**src/rtl/byte_spi_pkg.sv**
```systemverilog
package byte_spi_pkg;
  localparam int unsigned OFF_MODE = 0;
  localparam int unsigned OFF_RX   = 1;
  localparam int unsigned OFF_TX   = 2;
  localparam int unsigned OFF_CTRL = 3;
  localparam int unsigned OFF_STAT = 4;
  localparam int unsigned OFF_DIV  = 6;

  // field order fixes the register bit positions 4..0
  typedef struct packed {
    logic scp;
    logic en;
    logic lsb;
    logic ci;
    logic loop;
  } mode_t;

  typedef enum logic [1:0] {ST_IDLE, ST_SHIFT, ST_TAIL} sh_state_e;
endpackage

```
**src/rtl/spi_csr.sv**
```systemverilog
module spi_csr
  import byte_spi_pkg::*;
#(
  parameter int unsigned DATA_W = 8,
  parameter int unsigned DIV_W  = 8,
  parameter int unsigned ADDR_W = 3
) (
  input  logic              clk_i,
  input  logic              rst_ni,
  input  logic [ADDR_W-1:0] addr_i,
  input  logic              wr_i,
  input  logic              rd_i,
  input  logic [DATA_W-1:0] wdata_i,
  output logic [DATA_W-1:0] rdata_o,
  input  logic              busy_i,
  input  logic              done_i,
  input  logic [DATA_W-1:0] rx_i,
  output logic              start_o,
  output mode_t             mode_o,
  output logic [DATA_W-1:0] tx_o,
  output logic [DIV_W-1:0]  div_o,
  output logic              rbr_o
);
  localparam int unsigned MODE_W = $bits(mode_t);

  mode_t             mode_q;
  logic [DATA_W-1:0] tx_q, rx_q;
  logic [DIV_W-1:0]  div_q;
  logic              rbr_q;
  logic              wr_mode, wr_tx, wr_div, rd_rx;

  assign wr_mode = wr_i && (addr_i == ADDR_W'(OFF_MODE));
  assign wr_tx   = wr_i && (addr_i == ADDR_W'(OFF_TX));
  assign wr_div  = wr_i && (addr_i == ADDR_W'(OFF_DIV));
  assign rd_rx   = rd_i && (addr_i == ADDR_W'(OFF_RX));
  assign start_o = wr_i && (addr_i == ADDR_W'(OFF_CTRL)) && wdata_i[0]
                   && mode_q.en && !busy_i;

  always_ff @(posedge clk_i or negedge rst_ni) begin
    if (!rst_ni) begin
      mode_q <= '0;
      tx_q   <= '0;
      rx_q   <= '0;
      div_q  <= '0;
      rbr_q  <= 1'b0;
    end else begin
      if (wr_mode) mode_q <= mode_t'(wdata_i[MODE_W-1:0]);
      if (wr_tx)   tx_q   <= wdata_i;
      if (wr_div)  div_q  <= wdata_i[DIV_W-1:0];
      if (done_i) begin
        rx_q  <= rx_i;
        rbr_q <= 1'b1;
      end else if (rd_rx) begin
        rbr_q <= 1'b0;
      end
    end
  end

  always_comb begin
    rdata_o = '0;
    unique case (addr_i)
      ADDR_W'(OFF_MODE): rdata_o = DATA_W'(mode_q);
      ADDR_W'(OFF_RX):   rdata_o = rx_q;
      ADDR_W'(OFF_TX):   rdata_o = tx_q;
      ADDR_W'(OFF_STAT): rdata_o = DATA_W'({busy_i, rbr_q});
      ADDR_W'(OFF_DIV):  rdata_o = DATA_W'(div_q);
      default:           rdata_o = '0;
    endcase
  end

  assign mode_o = mode_q;
  assign tx_o   = tx_q;
  assign div_o  = div_q;
  assign rbr_o  = rbr_q;
endmodule

```
**src/rtl/spi_clk_div.sv**
```systemverilog
module spi_clk_div #(
  parameter int unsigned DIV_W = 8
) (
  input  logic             clk_i,
  input  logic             rst_ni,
  input  logic             run_i,
  input  logic [DIV_W-1:0] div_i,
  output logic             tick_o
);
  // half SCK period = 2*(div+1) bus cycles
  localparam int unsigned CNT_W = DIV_W + 1;

  logic [CNT_W-1:0] cnt_q;
  logic [CNT_W-1:0] term;

  assign term   = {div_i, 1'b1};
  assign tick_o = run_i && (cnt_q == term);

  always_ff @(posedge clk_i or negedge rst_ni) begin
    if (!rst_ni)     cnt_q <= '0;
    else if (!run_i) cnt_q <= '0;
    else if (tick_o) cnt_q <= '0;
    else             cnt_q <= cnt_q + 1'b1;
  end
endmodule

```
**src/rtl/spi_shifter.sv**
```systemverilog
module spi_shifter
  import byte_spi_pkg::*;
#(
  parameter int unsigned DATA_W = 8
) (
  input  logic              clk_i,
  input  logic              rst_ni,
  input  logic              en_i,
  input  logic              start_i,
  input  logic              cpha_i,
  input  logic              lsb_i,
  input  logic              loop_i,
  input  logic              tick_i,
  input  logic [DATA_W-1:0] tx_i,
  input  logic              miso_i,
  output logic              run_o,
  output logic              busy_o,
  output logic              done_o,
  output logic [DATA_W-1:0] rx_o,
  output logic              ph_o,
  output logic              dout_o
);
  localparam int unsigned EDGES = 2 * DATA_W;
  localparam int unsigned CNT_W = $clog2(EDGES);
  localparam logic [CNT_W-1:0] LAST = CNT_W'(EDGES - 1);

  sh_state_e         state_q;
  logic [CNT_W-1:0]  edge_q;
  logic [DATA_W-1:0] tx_sh, rx_sh, rx_nxt;
  logic              ph_q;
  logic              lead, last, smp_evt, out_evt, sin;

  assign lead    = ~edge_q[0];
  assign last    = (edge_q == LAST);
  assign smp_evt = tick_i && (cpha_i ? !lead : lead);
  assign out_evt = tick_i && (cpha_i ? (lead && edge_q != '0) : (!lead && !last));
  assign dout_o  = lsb_i ? tx_sh[0] : tx_sh[DATA_W-1];
  assign sin     = loop_i ? dout_o : miso_i;

  always_comb begin
    rx_nxt = rx_sh;
    if (smp_evt) rx_nxt = lsb_i ? {sin, rx_sh[DATA_W-1:1]} : {rx_sh[DATA_W-2:0], sin};
  end

  assign run_o  = (state_q == ST_SHIFT);
  assign busy_o = (state_q != ST_IDLE);
  assign done_o = run_o && tick_i && last;
  assign rx_o   = rx_nxt;
  assign ph_o   = ph_q;

  always_ff @(posedge clk_i or negedge rst_ni) begin
    if (!rst_ni) begin
      state_q <= ST_IDLE;
      edge_q  <= '0;
      tx_sh   <= '0;
      rx_sh   <= '0;
      ph_q    <= 1'b0;
    end else if (!en_i) begin
      state_q <= ST_IDLE;
      ph_q    <= 1'b0;
    end else begin
      unique case (state_q)
        ST_IDLE: if (start_i) begin
          tx_sh   <= tx_i;
          rx_sh   <= '0;
          edge_q  <= '0;
          ph_q    <= 1'b0;
          state_q <= ST_SHIFT;
        end
        ST_SHIFT: if (tick_i) begin
          ph_q   <= ~ph_q;
          edge_q <= edge_q + 1'b1;
          rx_sh  <= rx_nxt;
          if (out_evt) tx_sh <= lsb_i ? (tx_sh >> 1) : (tx_sh << 1);
          if (last) state_q <= ST_TAIL;
        end
        ST_TAIL: state_q <= ST_IDLE;
        default: state_q <= ST_IDLE;
      endcase
    end
  end
endmodule

```
**src/rtl/byte_spi_master.sv**
```systemverilog
module byte_spi_master
  import byte_spi_pkg::*;
#(
  parameter int unsigned DATA_W = 8,
  parameter int unsigned DIV_W  = 8,
  parameter int unsigned ADDR_W = 3
) (
  input  logic              clk_i,
  input  logic              rst_ni,
  input  logic [ADDR_W-1:0] addr_i,
  input  logic              wr_i,
  input  logic              rd_i,
  input  logic [DATA_W-1:0] wdata_i,
  output logic [DATA_W-1:0] rdata_o,
  output logic              irq_o,
  output logic              sck_o,
  output logic              mosi_o,
  input  logic              miso_i
);
  mode_t             mode;
  logic [DATA_W-1:0] tx, rx;
  logic [DIV_W-1:0]  div;
  logic              start, busy, done, run, tick, ph, dout, rbr;
  logic              en, ci;

  assign en = mode.en;
  assign ci = mode.ci;

  spi_csr #(.DATA_W(DATA_W), .DIV_W(DIV_W), .ADDR_W(ADDR_W)) u_csr (
    .clk_i, .rst_ni, .addr_i, .wr_i, .rd_i, .wdata_i, .rdata_o,
    .busy_i(busy), .done_i(done), .rx_i(rx),
    .start_o(start), .mode_o(mode), .tx_o(tx), .div_o(div), .rbr_o(rbr)
  );

  spi_clk_div #(.DIV_W(DIV_W)) u_div (
    .clk_i, .rst_ni, .run_i(run), .div_i(div), .tick_o(tick)
  );

  spi_shifter #(.DATA_W(DATA_W)) u_sh (
    .clk_i, .rst_ni, .en_i(en), .start_i(start), .cpha_i(~mode.scp),
    .lsb_i(mode.lsb), .loop_i(mode.loop), .tick_i(tick), .tx_i(tx),
    .miso_i, .run_o(run), .busy_o(busy), .done_o(done), .rx_o(rx),
    .ph_o(ph), .dout_o(dout)
  );

  assign irq_o  = rbr;
  assign sck_o  = ci ^ ph;
  assign mosi_o = en && busy && dout;
endmodule

```
**config.mk**
```make
export PLATFORM = sky130hd
export DESIGN_NAME = byte_spi_master
export DESIGN_NICKNAME = d
export VERILOG_FILES = /design/src/rtl/byte_spi_pkg.sv /design/src/rtl/spi_csr.sv /design/src/rtl/spi_clk_div.sv /design/src/rtl/spi_shifter.sv /design/src/rtl/byte_spi_master.sv
export SDC_FILE = /design/constraint.sdc
export NUM_CORES = 1
export LEC_CHECK = 0
export ABC_AREA = 0
export CAP_MARGIN = 10
export CELL_PAD_IN_SITES_DETAIL_PLACEMENT = 1
export CELL_PAD_IN_SITES_GLOBAL_PLACEMENT = 1
export CORE_MARGIN = 2
export CORE_UTILIZATION = 47
export DETAILED_ROUTE_END_ITERATION = 12
export PLACE_DENSITY_LB_ADDON = 0.05
export SLEW_MARGIN = 30
export SYNTH_ARGS = -nofsm -noshare
export SYNTH_HDL_FRONTEND = slang
export SYNTH_SLANG_ARGS = --single-unit
```
**constraint.sdc**
```tcl
create_clock -name clk_i -period 2.1 [get_ports clk_i]
set_input_delay 0.42 -clock clk_i [delete_from_list [all_inputs] [get_ports clk_i]]
set_output_delay 0.42 -clock clk_i [all_outputs]
set_load 0.02 [all_outputs]
```
==> run summary <==
CP top delay family -> buffers and inverters
Clock Tree Buf Depth -> 2
H-Tree Depth -> 3
Rel. slew slack -> 60.71%
Vias in the first global route -> 3040
Syn Inst Count -> 320
Final Hold Viols -> 0
VDD IR-drop max -> 0.4010 mV
Pwr Density -> 899.6 nW/µm²
Bufs and invs on worst path -> 3
Number of synthesized flops with an enable pin -> 0
Number of synthesized register bits -> 62
Unique cell type count in the Yosys netlist -> 56
Period utilization -> 97.17%
Vias -> 2807
Initial antenna violation count -> 1
Detailed Place HPWL -> 7314 µm
CTS root buf -> clkbuf_8
Hold Path Class -> in -> async
DRT antenna net count -> 0
Min Hold Slack -> 0.5015 ns
Initial Utilization -> 48.13%
Routability-driven placement congestion ratio -> 0.8863
Crit-path cells -> clkdlybuf4s15_2, buf_4, mux2i_1, nor2_1, a31oi_1, o21ai_0, clkdlybuf4s15_2
Power, Total -> 3.908 mW
CTS tree -> built
Crit. End Element -> primary output
Fillers -> 805
DRT Pass-1 Iters -> 4
GRT Residual Overflow -> 0
Slew @ Worst Pin -> 0.5873 ns
Die ar. -> 8091 µm²
Setup TNS -> 0 ns
Die Y -> 89.95 µm
CORE AREA -> 7214 µm²
Placed inst area -> 4100 µm²
Slew Viols, Final -> 0
Required @ worst endpoint -> 1.68 ns
Status -> completed
Die Wd -> 89.95 µm
IO buf count -> 26
Crit-path max cell delay -> 0.25 ns
Synth Area per Inst -> 10.85 µm²
Worst-Skew Late Latency -> 0.35 ns
Most frequent CP cell -> clkdlybuf4s15_2
Post-synth ARST share -> 100.0%
Initial DRC count -> 111
Vias/cell -> 5.729
Final setup viols -> 0
Post-Synthesis Cell Area -> 3472 µm²
Post-synth net total -> 339
Worst Path Arrival -> 1.62 ns
Ys Warns -> 0
Seq/Total Area, Yosys -> 44.68%
CTS buffer count -> 9
CP max FO -> 5
FP Rows -> 31
Clock Skews -> 0.006162 ns
Nets -> 405
All-Layer GR Usage -> 25.81%
Max Cap Viol -> 0
DRC violations left -> 0
Crit path kind -> in -> out
WL final -> 9756 µm
Worst-path clk slew -> 0.07 ns
IO Count -> 27
Fin area -> 4344 µm²
Final Util -> 60.22%
Clock Sinks -> 62
Startpoint Class -> input pin
Minimum clock period -> 2.041 ns
DR WL/cell -> 19.91 µm
Largest net degree at the start of global routing -> 24
Layout area overhead -> 25.12%
Layout cell share with drive strength beyond 1 -> 30.26%
Ys flop type -> dfrtp_1
Leakage -> 1.856 nW
First-pass GRT wire length -> 16260 µm
Slowest-stage cell, CP -> clkdlybuf4s15_2
Max Fclk -> 0.4901 GHz
## report_power, final
part           internal (mW)  switching (mW)
registers               1.40           0.238
logic                  0.531           0.526
clock network          0.723           0.486
total                   2.66            1.25
## layout make-up
| cell class | count | area, µm² | share of cell area [%] |
|---|---|---|---|
| flip-flops and latches | 62 | 1551 | 35.71 |
| multi-input cells | 240 | 1856 | 42.71 |
| inverters | 5 | 18.77 | 0.4320 |
| repair buffers | 68 | 570.5 | 13.13 |
| clock buffers | 11 | 151.4 | 3.485 |
| well taps | 99 | 123.9 | 2.851 |
| clock inverters | 4 | 70.07 | 1.613 |
| diodes | 1 | 2.502 | 0.05760 |
## per-layer routing
layer | global-route usage (%) | wire length, µm | vias up | share of wire, %
li1 | - | - | 1319 | -
met1 | 34.33 | 4518 | 1424 | 46
met2 | 42.80 | 4778 | 55 | 49
met3 | 3.856 | 332 | 9 | 3.4
met4 | 10.00 | 126 | 0 | 1.3
met5 | 0 | 0 | - | 0
## flip-flops by register name (all words and copies together), names as in the netlist, 2 cells and up
name,cells
u_csr.mode_o,5
u_div.cnt_q,9
u_csr.rx_q,8
u_csr.tx_o,8
u_csr.div_o,8
u_sh.tx_sh,8
u_sh.rx_sh,8
u_sh.edge_q,4
u_sh.state_q,2
## layout by cell type, fill, tap and decap left out, types with 13 or more instances in the layout
| master | count |
|---|---|
| dfrtp_1 | 62 |
| buf_4 | 40 |
| mux2_2 | 29 |
| nor2_1 | 24 |
| mux2i_1 | 16 |
| nand2_1 | 16 |
| clkdlybuf4s50_1 | 13 |
## worst register-to-register path: cells and delay by family, from the launching register on
| kind | cells | cell delay [ns] |
|---|---|---|
| xor gates and xnor gates | 1 | 0.21 |
| AOI/OAI and AO/OA | 2 | 0.50 |
| buffers and inverters | 2 | 0.38 |
| and+or+nand+nor | 2 | 0.35 |
| DFF | 1 | 0.39 |
## cells in the mapped netlist (3+ instances only)
cell | number | area share, %
a21oi_1 | 5 | 0.72
a22oi_1 | 3 | 0.65
a31oi_1 | 6 | 1.1
and2_1 | 3 | 0.54
and3_1 | 11 | 2.0
buf_2 | 6 | 0.86
clkbuf_1 | 3 | 0.32
dfrtp_1 | 62 | 45
ha_1 | 3 | 1.1
inv_1 | 5 | 0.54
mux2_2 | 29 | 9.4
mux2i_1 | 16 | 4.6
nand2_1 | 17 | 1.8
nand2b_1 | 8 | 1.4
nand3_1 | 11 | 1.6
nand4_1 | 3 | 0.54
nor2_1 | 24 | 2.6
nor2b_1 | 3 | 0.54
nor3_1 | 3 | 0.43
nor3_2 | 3 | 0.86
o211ai_1 | 8 | 1.7
o21ai_0 | 12 | 1.7
o21ai_1 | 3 | 0.43
o221a_2 | 5 | 1.6
o22ai_1 | 4 | 0.72
o2bb2ai_1 | 11 | 2.8
or3_1 | 6 | 1.1
xnor2_1 | 8 | 2.0
xnor2_2 | 3 | 1.4
xor2_1 | 5 | 1.3
## cells by family (layout without fill, tap and decap cells)
logic type	after synthesis	count (layout)	share of synthesized area [%]
XOR/XNOR	16	16	4.685
AND/OR/NAND/NOR	103	103	16.25
adder cells (fa/ha/maj)	3	3	1.081
multiplexers	45	45	14.02
flip-flops	62	62	44.68
buffers and inverters	18	88	2.378
other	0	1	0
AO/OA/AOI/OAI	73	73	16.90
## path summary, 6_finish.rpt
| check | endpoint | slack [ns] | cells past startpoint | startpoint |
|---|---|---|---|---|
| max | rdata_o[2] | 0.06 | 7 | addr_i[1] |
| max in group asynchronous | u_sh.edge_q[3] | 1.06 | 3 | rst_ni |
| min | u_sh.tx_sh[3] | 0.50 | 2 | rst_ni |
| min reg2reg | u_csr.rx_q[3] | 0.50 | 1 | u_csr.rx_q[3] |
| min in group clk_i | u_csr.rx_q[3] | 0.50 | 1 | u_csr.rx_q[3] |
| max reg2reg | u_sh.tx_sh[6] | 0.17 | 7 | u_csr.div_o[1] |
## timing repair
action,CTS,global route
setup endpoints to repair,18,10
buffers inserted,0,1
gates resized for setup,47,4
endpoints found under the hold margin,10,0
hold buffers,1,0
## per-stage QoR
step | worst slack [ns] | cells
final | 0.05942 | 490
after global placement | -0.6484 | 472
after CTS | 0.02868 | 488
after detailed placement | -0.6787 | 472
after floorplan | 0.05191 | 320
after global routing | -0.009913 | 489
Note: power is estimated with default switching activity, not from simulation.
